$ cat config.mk
export PLATFORM = sky130hd
export DESIGN_NAME = lazy_flag_unit
export DESIGN_NICKNAME = d
export VERILOG_FILES = /design/src/rtl/lflag_pkg.sv /design/src/rtl/lflag_arith.sv /design/src/rtl/lflag_mul.sv /design/src/rtl/lflag_logic.sv /design/src/rtl/lflag_btst.sv /design/src/rtl/lflag_merge.sv /design/src/rtl/lazy_flag_unit.sv
export SDC_FILE = /design/constraint.sdc
export NUM_CORES = 1
export LEC_CHECK = 0
export BUFFER_PORTS_ARGS = -buffer_cell sky130_fd_sc_hd__buf_4
export CAP_MARGIN = 15
export CORE_AREA = 4 4 91 93
export DETAILED_ROUTE_END_ITERATION = 7
export DIE_AREA = 0 0 95 97
export PLACE_DENSITY = 0.78
export SLEW_MARGIN = 15
export SYNTH_ARGS = -nofsm -noshare
export SYNTH_HDL_FRONTEND = slang
export SYNTH_SLANG_ARGS = --single-unit
$ cat constraint.sdc
create_clock -name clk_i -period 1.53 [get_ports clk_i]
set_clock_uncertainty 0.2 [all_clocks]
set_input_delay 0 -clock clk_i [delete_from_list [all_inputs] [get_ports clk_i]]
set_output_delay 0 -clock clk_i [all_outputs]
set_load 0.005 [all_outputs]
$ cat src/rtl/lflag_pkg.sv
package lflag_pkg;
  localparam int DATA_W = 32;
  localparam int C_POS  = 0;
  localparam int V_POS  = 1;
  localparam int Z_POS  = 2;
  localparam int N_POS  = 3;
  localparam int X_POS  = 4;
  localparam int R_POS  = 8;

  typedef enum logic [3:0] {
    OP_ADD  = 4'd0,
    OP_SUB  = 4'd1,
    OP_CMP  = 4'd2,
    OP_MCP  = 4'd3,
    OP_MOVE = 4'd4,
    OP_AND  = 4'd5,
    OP_OR   = 4'd6,
    OP_XOR  = 4'd7,
    OP_LSL  = 4'd8,
    OP_LSR  = 4'd9,
    OP_ASR  = 4'd10,
    OP_MULS = 4'd11,
    OP_MULU = 4'd12,
    OP_BTST = 4'd13,
    OP_LIVE = 4'd14,
    OP_ADDX = 4'd15
  } lf_op_e;

  function automatic logic sign_at(input logic [DATA_W-1:0] v, input logic [1:0] sz);
    case (sz)
      2'd0:    return v[7];
      2'd1:    return v[15];
      default: return v[DATA_W-1];
    endcase
  endfunction

  function automatic logic zero_at(input logic [DATA_W-1:0] v, input logic [1:0] sz);
    case (sz)
      2'd0:    return v[7:0] == '0;
      2'd1:    return v[15:0] == '0;
      default: return v == '0;
    endcase
  endfunction
endpackage

$ cat src/rtl/lflag_arith.sv
module lflag_arith import lflag_pkg::*; #(
  parameter int STAT_W = 32
) (
  input  logic              sub_i,
  input  logic              mcp_i,
  input  logic [1:0]        size_i,
  input  logic [DATA_W-1:0] src_i,
  input  logic [DATA_W-1:0] dst_i,
  input  logic [DATA_W-1:0] res_i,
  output logic [STAT_W-1:0] flags_o
);
  logic s, d, r, n, z, v, c;

  always_comb begin
    s = sign_at(sub_i ? ~src_i : src_i, size_i);
    d = sign_at(dst_i, size_i);
    r = sign_at(res_i, size_i);
    n = 1'b0;
    z = 1'b0;
    if (r) begin
      n = 1'b1;
      v = !s && !d;
      c = s && d;
    end else begin
      z = zero_at(res_i, size_i);
      v = s && d;
      c = s || d;
    end
    if (sub_i) c = !c;
    flags_o        = '0;
    flags_o[N_POS] = n;
    flags_o[Z_POS] = z;
    flags_o[V_POS] = v;
    if (mcp_i) flags_o[R_POS] = c;
    else       flags_o[C_POS] = c;
  end
endmodule

$ cat src/rtl/lflag_mul.sv
module lflag_mul import lflag_pkg::*; #(
  parameter int STAT_W    = 32,
  parameter bit IS_SIGNED = 1'b1
) (
  input  logic [DATA_W-1:0] hi_i,
  input  logic [DATA_W-1:0] lo_i,
  output logic [STAT_W-1:0] flags_o
);
  localparam int PROD_W = 2 * DATA_W;
  logic [PROD_W-1:0] prod;
  logic              ovf;

  assign prod = {hi_i, lo_i};

  generate
    if (IS_SIGNED) begin : g_sgn
      assign ovf = hi_i != {DATA_W{lo_i[DATA_W-1]}};
    end else begin : g_uns
      assign ovf = hi_i != '0;
    end
  endgenerate

  always_comb begin
    flags_o        = '0;
    flags_o[Z_POS] = prod == '0;
    flags_o[N_POS] = prod[PROD_W-1];
    flags_o[V_POS] = ovf;
  end
endmodule

$ cat src/rtl/lflag_logic.sv
module lflag_logic import lflag_pkg::*; #(
  parameter int STAT_W = 32
) (
  input  logic [1:0]        size_i,
  input  logic [DATA_W-1:0] res_i,
  output logic [STAT_W-1:0] flags_o
);
  always_comb begin
    flags_o        = '0;
    flags_o[N_POS] = sign_at(res_i, size_i);
    flags_o[Z_POS] = zero_at(res_i, size_i);
  end
endmodule

$ cat src/rtl/lflag_btst.sv
module lflag_btst import lflag_pkg::*; #(
  parameter int STAT_W  = 32,
  parameter int VER_W   = 8,
  parameter int VER_LIM = 32
) (
  input  logic [DATA_W-1:0]         val_i,
  input  logic [$clog2(DATA_W)-1:0] idx_i,
  input  logic [VER_W-1:0]          ver_i,
  input  logic [STAT_W-1:0]         old_i,
  output logic [STAT_W-1:0]         new_o
);
  localparam int IDX_W = $clog2(DATA_W);
  localparam logic [IDX_W-1:0] IDX_MAX = IDX_W'(DATA_W - 1);
  logic [DATA_W-1:0] low_mask;

  assign low_mask = {DATA_W{1'b1}} >> (IDX_MAX - idx_i);

  always_comb begin
    new_o        = old_i;
    new_o[X_POS] = 1'b0;
    new_o[N_POS] = val_i[idx_i];
    new_o[Z_POS] = (val_i & low_mask) == '0;
    if (int'(ver_i) < VER_LIM) begin
      new_o[V_POS] = 1'b0;
      new_o[C_POS] = 1'b0;
    end
  end
endmodule

$ cat src/rtl/lflag_merge.sv
module lflag_merge import lflag_pkg::*; #(
  parameter int STAT_W = 32
) (
  input  logic [STAT_W-1:0] flags_i,
  input  logic [STAT_W-1:0] old_i,
  input  logic [STAT_W-1:0] mask_i,
  input  logic              ext_i,
  output logic [STAT_W-1:0] new_o
);
  logic [STAT_W-1:0] eff;

  always_comb begin
    eff        = mask_i;
    eff[X_POS] = 1'b1;
    // extended mode: a zero result must not set Z
    if (ext_i && flags_i[Z_POS]) eff[Z_POS] = 1'b0;
    new_o = (old_i & ~eff) | (flags_i & eff);
  end
endmodule

$ cat src/rtl/lazy_flag_unit.sv
module lazy_flag_unit import lflag_pkg::*; #(
  parameter int STAT_W       = 32,
  parameter int VER_W        = 8,
  parameter int BTST_VER_LIM = 32
) (
  input  logic              clk_i,
  input  logic              rst_ni,
  input  logic              valid_i,
  input  logic [3:0]        op_i,
  input  logic [1:0]        size_i,
  input  logic [DATA_W-1:0] src_i,
  input  logic [DATA_W-1:0] dst_i,
  input  logic [DATA_W-1:0] res_i,
  input  logic [DATA_W-1:0] mulhi_i,
  input  logic              ext_i,
  input  logic [STAT_W-1:0] mask_i,
  input  logic [VER_W-1:0]  ver_i,
  input  logic [STAT_W-1:0] status_i,
  output logic [STAT_W-1:0] status_o,
  output logic              valid_o
);
  localparam int IDX_W = $clog2(DATA_W);

  lf_op_e            op;
  logic              is_sub, is_mcp;
  logic [STAT_W-1:0] arith_flags, logic_flags, sel_flags;
  logic [STAT_W-1:0] mul_flags [2];
  logic [STAT_W-1:0] wb_status, bt_status, next_status;

  assign op     = lf_op_e'(op_i);
  assign is_sub = (op == OP_SUB) || (op == OP_CMP);
  assign is_mcp = op == OP_MCP;

  lflag_arith #(.STAT_W(STAT_W)) u_arith (
    .sub_i(is_sub), .mcp_i(is_mcp), .size_i(size_i),
    .src_i(src_i), .dst_i(dst_i), .res_i(res_i), .flags_o(arith_flags)
  );

  lflag_logic #(.STAT_W(STAT_W)) u_logic (
    .size_i(size_i), .res_i(res_i), .flags_o(logic_flags)
  );

  // index 0: signed, index 1: unsigned
  for (genvar g = 0; g < 2; g++) begin : g_mul
    lflag_mul #(.STAT_W(STAT_W), .IS_SIGNED(g == 0)) u_mul (
      .hi_i(mulhi_i), .lo_i(res_i), .flags_o(mul_flags[g])
    );
  end

  lflag_btst #(.STAT_W(STAT_W), .VER_W(VER_W), .VER_LIM(BTST_VER_LIM)) u_btst (
    .val_i(dst_i), .idx_i(src_i[IDX_W-1:0]), .ver_i(ver_i),
    .old_i(status_i), .new_o(bt_status)
  );

  always_comb begin
    case (op)
      OP_MOVE, OP_AND, OP_OR, OP_XOR,
      OP_LSL, OP_LSR, OP_ASR: sel_flags = logic_flags;
      OP_MULS:                sel_flags = mul_flags[0];
      OP_MULU:                sel_flags = mul_flags[1];
      default:                sel_flags = arith_flags;
    endcase
  end

  lflag_merge #(.STAT_W(STAT_W)) u_merge (
    .flags_i(sel_flags), .old_i(status_i), .mask_i(mask_i),
    .ext_i(ext_i), .new_o(wb_status)
  );

  always_comb begin
    case (op)
      OP_BTST: next_status = bt_status;
      OP_LIVE: next_status = status_i;
      default: next_status = wb_status;
    endcase
  end

  always_ff @(posedge clk_i or negedge rst_ni) begin
    if (!rst_ni) begin
      status_o <= '0;
      valid_o  <= 1'b0;
    end else begin
      valid_o <= valid_i;
      if (valid_i) status_o <= next_status;
    end
  end
endmodule

======== Word level (Yosys, flattened, before mapping) ========
Index checks and enable logic that the tools add are counted.
word-level totals
  logic and storage cells ................. 62
  bits of input ports ..................... 210
  flip-flop bits (word level) ............. 33
  output and inout port bits .............. 33
cells by class
  $lt $le $gt $ge ......................... 2
  bitwise logic cells ..................... 6
  eq/ne operators ......................... 16
  add/sub/neg operators ................... 1
  shift operators ......................... 1
  multiplexer cells ....................... 18
  reductions and logical operators ........ 16
operator list
  operator                                              count
  AND 32 bit                                            2
  zero test 32 bit                                      2
  zero test 64 bit                                      1
  NOT 32 bit                                            2
  one-hot mux 32 bit (2 select lines)                   1
  AND 9 x 32 -> 32 bit                                  1
  two-way mux 32 bit                                    1
  inequality test 32 bit                                1
  OR 32 bit                                             1
  nonzero test 32 bit                                   1
  right shift 32 x 5 -> 32 bit (first input constant)   1
  equality test 4 bit (second input constant)           7
  one-hot mux 9 bit (3 select lines)                    1
  equality test 4 x 3 -> 1 bit (second input constant)  4
  zero test 16 bit                                      1
  two-way mux 1 bit                                     9
  equality test 4 x 2 -> 1 bit (second input constant)  2
  zero test 8 bit                                       1
  < comparator 8 x 6 -> 1 bit (second input constant)   1
  one-hot mux 1 bit (2 select lines)                    4
  OR reduction 7 bit                                    1
  < comparator 5 x 6 -> 1 bit (second input constant)   1
  binary-select mux 1 bit (select 5 bit)                1
  subtractor 5 bit (first input constant)               1
  other kinds (7)                                       12

======== Depth between registers and ports, before layout ========
Gate-level depths: netlist of the first run.
  depth in word-level cells ............... 16
  mapped depth ............................ 9
  gate-level depth less buffers ........... 6

======== Cells and area by module ========
Synthesis of the first run repeated with hierarchy kept, for this count alone.
second synthesis, totals
  cells, all modules ...................... 766
  area total of the unflattened synthesis .. 5903.2 um^2
modules (own cells, without submodules)
  module                      area each (um^2)  times used  sequential area each (um^2)  cells each
  lazy_flag_unit              2959.1            1           825.8                        387
  lflag_btst                  875.8             1           0.0                          105
  lflag_arith                 490.5             1           0.0                          71
  lflag_mul (g_mul[0].u_mul)  462.9             1           0.0                          68
  lflag_mul (g_mul[1].u_mul)  386.6             1           0.0                          54
  lflag_logic                 364.1             1           0.0                          47
  lflag_merge                 364.1             1           0.0                          34

======== Worst setup path after synthesis of the first run ========
OpenSTA, ideal clock, no wires.
  path type ............................... input to register
  start point ............................. input src_i[0]
  end point ............................... register status_o[3]
  required time ........................... 1182 ps
  cell stages on the path ................. 7
  path buffers ............................ 2
  data arrival time ....................... 1497 ps
  setup slack ............................. -316 ps
  setup time .............................. 148 ps
  cell sequence ........................... buf_6 buf_8 mux4_2 mux4_2 mux2i_1 or3_1 a41oi_1
between the ends
  cells in the longest elaborated chain, start to end .. 3
ends and longest elaborated chain
  element                                  RTL line              source
  start: declaration                       lazy_flag_unit.sv:11  input logic [DATA_W-1:0] src_i,
  binary-select mux 1 bit (select 5 bit)   lflag_btst.sv:21      new_o[N_POS] = val_i[idx_i];
  two-way mux 1 bit (implied by the code)  lflag_btst.sv:21
  one-hot mux 32 bit (2 select lines)      lazy_flag_unit.sv:71  case (op)
  end signal: assignment                   lazy_flag_unit.sv:84  if (valid_i) status_o <= next_status;
  end: declaration                         lazy_flag_unit.sv:19  output logic [STAT_W-1:0] status_o,
Every way passes these cells. The select of a mux whose other input is x is not followed.
A chain may end at the register's enable or synchronous reset.

======== Worst setup path after layout of the first run ========
  start point ............................. input src_i[0]
  end point ............................... register status_o[2]
between the ends
  cells in the longest elaborated chain, start to end .. 5
ends and longest elaborated chain
  element                              RTL line              source
  subtractor 5 bit                     lflag_btst.sv:16      assign low_mask = {DATA_W{1'b1}} >> (IDX_MAX - idx_i);
  right shift 32 x 5 -> 32 bit         lflag_btst.sv:16
  AND 32 bit                           lflag_btst.sv:22      new_o[Z_POS] = (val_i & low_mask) == '0;
  zero test 32 bit                     lflag_btst.sv:22
  one-hot mux 32 bit (2 select lines)  lazy_flag_unit.sv:71
Every way passes these cells.

==> impl_metrics.toml, run 1 <==
[sta]
setup_viol = 0
post-route-period-util_pct = 99.9
maxSlewViolCount = 0
max_slew_margin_pct = 71.9
min_period_ns = 1.53
rsz0062_at_grt = "yes"
max_freq_mhz = 654
hold_viol_final = 0
fin_ws_ns = 0.00112
tightestPinTransition_ns = 0.422

[clocking]
cts_tree = "yes"
cts_buffers = 5
clock-sinks = 33
htreeDepth = 2
clk_pin_slew_ns = 0.07
post-cts-setup-buffers = 0
cts_root_buffer = "clkbuf_8"
cts.path.max_buffers = 2
worstSkewPairLatency_ns = 0.27

[yosys]
seq_area_frac_synth_pct = 30.7
synthFlopType = "dfrtp_1"
synth_top_area_cell = "dfrtp_1"
synth_most_common_cell = "o21ai_0"
synthTopCellsByArea = "dfrtp_1 31%, o21ai_0 8.6%, mux4_2 6.7%"
synth_edf_count = 0
synth-async-reset-ratio_pct = 100
synthCells = 342
ys_warn_count = 0
syn_avg_cell_area_um2 = 7.85
synth_cell_types = 50
syn_area_mm2 = 0.00269
ys_top_cells_by_count = "46 x o21ai_0, 43 x nand2_1, 35 x nand3_1"
synth.top_cell.area_share_pct = 30.7
ys_ff_latch = 33
synth_fp_nets = 552

[flow_run]
drv_cap = 0

[critical_path]
max_stage_delay_ns = 0.36
critPathLaunchType = "input port"
reg2reg_setup_slack_ns = 0.62
cp-end-kind = "register"
path_cells = "clkbuf_16 > buf_4 > maj3_1 > o22ai_1 > nand3_1 > a221o_1 > a211oi_2 > o32a_1"
path_class = "input port to register"
crit_family = "compound AO/OA/AOI/OAI gates"
critPathSlowestCell = "maj3_1"
crit_buf_inv = 2
cp.arrival_ns = 1.55
crit_path_max_fanout = 8
cp.required_ns = 1.55

[drt]
ant_nets = 0
routed_wirelength_um = 12700
vias = 4003
drtPass1Iterations = 4
route.detailed.drc = 0
wl_per_cell_um = 16.7
drtIter0Drc = 146
vias_per_cell = 5.25

[cells_and_area]
area_delta_synth_final_pct = 106
fin_util_pct = 73.6
final_nets = 870
n_antenna_cell = 0
drive_gt1_share_pct = 44.8
final_area_mm2 = 0.00554
fillers = 531

[die]
core_area_mm2 = 0.00753
pin_count = 243
die_x_um = 95
rows = 32
start_util_pct = 35.7
die_h_um = 97
dieArea_mm2 = 0.00922

[place]
place_congestion = 0.862
portBuffers = 212
dp_slack_ns = -0.394
dpl.hpwl_um = 8870
placed_area_mm2 = 0.00474

[pwr]
ir_drop_v = 0.000354
leakage_nw = 2.70
power_density_mw_per_mm2 = 526

[global_routing]
grt_pass1_vias = 4122
grt_max_degree = 58
antenna_found_initial = 0
grt_pass1_wl_um = 19600
grt_usage_pct = 26.2
grt.overflow.total = 0

[outcome]
status = "finished clean"

[min_path]
min_path_type = "input port to register"
==> tightest hold or removal path, stage by stage <==
cell and delay, ns:
buf_4 0.10, a221oi_2 0.06, o32a_1 0.32
==> area by class of cell <==
type                    count  area, um^2  area share (%)
clock buffers               5        68.8            1.24
multi-input cells         256        1690            30.5
inverters                  32         120            2.17
repair buffers            332        2700            48.6
well taps                 102         128            2.30
flip-flops and latches     33         826            14.9
clock inverters             3        17.5           0.316
==> state kept, by name, summed over array words and instances, names as in the netlist <==
register  cells
status_o     32
valid_o       1
==> placed cells by master, fill, tap and decap left out, types with 2 or more instances in the layout <==
cell and n:
a211oi_1 5, a21o_1 5, a21oi_1 12, a221o_1 2, a31oi_1 5, and3_1 2, buf_12 2, buf_4 265
clkbuf_8 5, clkinv_2 2, dfrtp_1 33, dlygate4sd3_1 64, inv_1 32, maj3_2 2, mux2i_1 6, mux4_1 2
mux4_2 8, nand2_1 42, nand2b_1 2, nand3_1 35, nand4_1 11, nor2_1 10, nor2b_1 3, nor3_1 3
nor4_1 19, nor4_2 2, o211a_1 2, o211ai_1 2, o21ai_0 45, o22ai_1 4, o32ai_1 2
==> power breakdown <==
| group | internal (mW) | total [mW] | switching, mW |
|---|---|---|---|
| Clock | 0.314 | 0.636 | 0.322 |
| Sequential | 0.953 | 1.00 | 0.0487 |
| Combinational | 0.777 | 1.28 | 0.503 |
| Total | 2.04 | 2.92 | 0.874 |
==> path summary, 6_finish.rpt <==
kind | from | depth (start not counted) | endpoint
max | src_i[0] | 8 | status_o[2]$_DFFE_PN0P_
min | mask_i[2] | 3 | status_o[2]$_DFFE_PN0P_
max reg2reg | status_o[22]$_DFFE_PN0P_ | 2 | status_o[22]$_DFFE_PN0P_
min reg2reg | status_o[2]$_DFFE_PN0P_ | 1 | status_o[2]$_DFFE_PN0P_
max in group asynchronous | rst_ni | 2 | status_o[1]$_DFFE_PN0P_
min in group asynchronous | rst_ni | 2 | status_o[12]$_DFFE_PN0P_
==> per-layer routing <==
| metal | routed length [um] | share of wire, % | GRT usage, % | vias up |
|---|---|---|---|---|
| li1 | - | - | - | 1918 |
| met4 | 226 | 1.8 | 6.10 | 0 |
| met2 | 6260 | 49 | 46.5 | 217 |
| met1 | 4920 | 39 | 31.2 | 1841 |
| met3 | 1310 | 10 | 6.69 | 27 |
| met5 | 0 | 0 | 0 | - |
==> repair_timing <==
action / 4_1_cts / 5_1_grt
endpoints found under the hold margin: 66 / 0
cloned: 0 / 1
hold buffers: 64 / 0
resized for setup: 6 / 5
endpoints found under the setup margin: 3 / 3
pin swaps: 0 / 2
==> cells by family (layout without fill, tap and decap cells) <==
group | after synthesis | after routing | synth area share, %
buf+inv | 53 | 372 | 8.52
compound gates | 100 | 100 | 23.1
mux | 16 | 16 | 10.9
xor+xnor | 2 | 2 | 0.652
simple gates | 135 | 135 | 24.9
fa+ha+maj | 3 | 3 | 1.16
flops | 33 | 33 | 30.7
==> through the flow <==
stage / setup TNS (ns) / instances / total power [mW] / hold WS, ns
after global placement: -1.01 / 690 / 2.08 / -0.236
final: 0 / 763 / 2.92 / 0.0338
after floorplan: -0.460 / 342 / 1.38 / -0.496
after detailed placement: -1.28 / 690 / 2.11 / -0.238
after CTS: 0 / 762 / 2.89 / 0.0130
after global routing: -0.144 / 763 / 3.09 / 0.0400
Note: power is estimated with default switching activity, not from simulation.
==> inputs of run 2 (changes only) <==
--- a/config.mk
+++ b/config.mk
@@ -7,10 +7,10 @@
 export LEC_CHECK = 0
 export BUFFER_PORTS_ARGS = -buffer_cell sky130_fd_sc_hd__buf_4
 export CAP_MARGIN = 15
-export CORE_AREA = 4 4 91 93
+export CORE_AREA = 2 2 95 97
 export DETAILED_ROUTE_END_ITERATION = 7
-export DIE_AREA = 0 0 95 97
-export PLACE_DENSITY = 0.78
+export DIE_AREA = 0 0 97 99
+export PLACE_DENSITY = 0.69
 export SLEW_MARGIN = 15
 export SYNTH_ARGS = -nofsm -noshare
 export SYNTH_HDL_FRONTEND = slang
==> impl_metrics.toml, run 2 (same netlist as run 1, synthesis figures left out) <==
[outcome]
status = "complete, but fails checks"
violations = "hold timing"

[cells_and_area]
final_cell_mix = "261 x buf_4, 64 x dlygate4sd3_1, 45 x o21ai_0, 42 x nand2_1, 35 x nand3_1"
final_common_cell = "buf_4"
final_area_mm2 = 0.00563
n_antenna_cell = 0
largest_register_ffs = 32
fin_util_pct = 65.8
top_register = "status_o"
final_nets = 870
reg_top3 = "status_o: 32 flops, valid_o: 1 flops"
drive_gt1_share_pct = 46.0
area_delta_synth_final_pct = 110
fin_cells = 769

[sta]
hold_slack_ns = -0.00260
setup_viol = 0
max_slew_margin_pct = 71.7
fin_ws_ns = 0.00886
tightestPinTransition_ns = 0.424
max_freq_mhz = 657
hold_viol_final = 1
post-route-period-util_pct = 99.4
rsz0062_at_grt = "yes"
maxSlewViolCount = 0
min_period_ns = 1.52

[die]
rows = 34
dieArea_mm2 = 0.00960
die_x_um = 97
pin_count = 243
die_h_um = 99
core_area_mm2 = 0.00855
start_util_pct = 31.4

[pwr]
p_switching_uw = 872
sw_frac_of_total_pct = 29.8
ir_drop_v = 0.000308
power_density_mw_per_mm2 = 521
internal_power_mw = 2.06
seqPwrFrac_pct = 34.1
leakage_nw = 2.71
clockPowerShare_pct = 21.5
combPwrFrac_pct = 44.4

[global_routing]
grt_pass1_wl_um = 19200
grt_usage_pct = 24.0
antenna_found_initial = 0
grt_max_degree = 55
gr-usage-met1_pct = 30.6
grt.overflow.total = 0
grt_pass1_vias = 4028
met2_usage_pct = 41.8
met3_usage_pct = 5.53
busiest_layer = "met2"

[critical_path]
max_stage_delay_ns = 0.49
critPathLaunchType = "input port"
r2r-start = "status_o[16]$_DFFE_PN0P_"
critPathLaunch = "src_i[0]"
cp.required_ns = 1.48
critPathSlowestCell = "mux4_2"
crit_buf_inv = 1
path_class = "input port to register"
rr_worst_depth = 2
endpoint = "status_o[3]$_DFFE_PN0P_"
crit_path_max_fanout = 6
cp.arrival_ns = 1.48
crit_cells = 6
cpMostUsedCell = "mux4_2"
regToRegEndpoint = "status_o[16]$_DFFE_PN0P_"
path_cells = "buf_12 > mux4_2 > mux4_2 > mux2i_2 > or3_1 > a41oi_2"
crit_family = "multiplexers"
reg2reg_setup_slack_ns = 0.56
cp-end-kind = "register"

[drt]
ant_nets = 0
drtPass1Iterations = 4
vias_per_cell = 5.17
routed_wirelength_um = 12100
drtIter0Drc = 118
route.detailed.drc = 0
vias = 3977
wl_per_cell_um = 15.7

[clocking]
htreeDepth = 2
cts.path.max_buffers = 2
cts_buffers = 5
post-cts-setup-buffers = 0
cts_root_buffer = "clkbuf_8"
clock-sinks = 33
clk_pin_slew_ns = 0.07
worstSkewPairLatency_ns = 0.28
cts_tree = "yes"

[place]
dp_slack_ns = -0.465
placed_area_mm2 = 0.00475
place_congestion = 0.888
dp.cells = 696
dpl.hpwl_um = 8510
portBuffers = 212

[min_path]
min_path_type = "input port to async pin"

[flow_run]
drv_cap = 0
==> run 2: cell types whose count changed in the layout (fill, tap and decap cells not counted), sizes merged <==
cell and delta:
clkbuf +1, clkinvlp -1
==> run 2: metal layers <==
| layer | up-vias | wire length, um |
|---|---|---|
| met5 | - | 0 |
| met1 | 1836 | 5030 |
| met2 | 211 | 5920 |
| met4 | 0 | 98 |
| met3 | 16 | 1030 |
| li1 | 1914 | - |
==> run 2: per-stage QoR <==
stage | TNS [ns] | hold WS [ns] | power, mW
after detailed placement | -1.23 | -0.228 | 2.10
after CTS | -0.0273 | -0.266 | 2.87
after floorplan | -0.460 | -0.496 | 1.38
after global routing | -0.0963 | 0.0475 | 3.11
final | 0 | -0.00260 | 2.93
after global placement | -1.08 | -0.233 | 2.09
==> run 2: layout make-up <==
type                            instances  area [um^2]
Fill cell                             680         2920
Timing Repair Buffer                  332         2710
Multi-Input combinational cell        256         1750
Sequential cell                        33          826
Tap cell                              108          135
Inverter                               32          120
Clock buffer                            6         72.6
Clock inverter                          2         10.0
==> run 2: how the worst min path moves through the flow <==
stage,start,endpoint,slack [ns]
2_1_floorplan,rst_ni,status_o[0]$_DFFE_PN0P_,-0.50
3_3_place_gp,rst_ni,status_o[6]$_DFFE_PN0P_,-0.23
3_5_place_dp,rst_ni,status_o[5]$_DFFE_PN0P_,-0.23
4_1_cts,valid_i,valid_o$_DFF_PN0_,-0.27
5_1_grt,rst_ni,valid_o$_DFF_PN0_,0.05
6_report,rst_ni,valid_o$_DFF_PN0_,-0.003
==> run 2: timing repair <==
action                                  in CTS  in global routing
hold buffers                                56                  8
cloned                                       0                  1
resized for setup                            6                 22
endpoints found under the setup margin       2                  3
endpoints found under the hold margin       66                  6
pin swaps                                    1                 11
==> run 2: power by group through the flow <==
| stage | clock [mW] | sequential (mW) | combinational (mW) |
|---|---|---|---|
| finish | 0.631 | 0.998 | 1.30 |
| global route | 0.703 | 1.01 | 1.40 |
| CTS | 0.657 | 0.995 | 1.22 |
| detailed placement | 0 | 1.01 | 1.09 |
| global placement | 0 | 1.01 | 1.08 |
| floorplan | 0 | 1.02 | 0.367 |
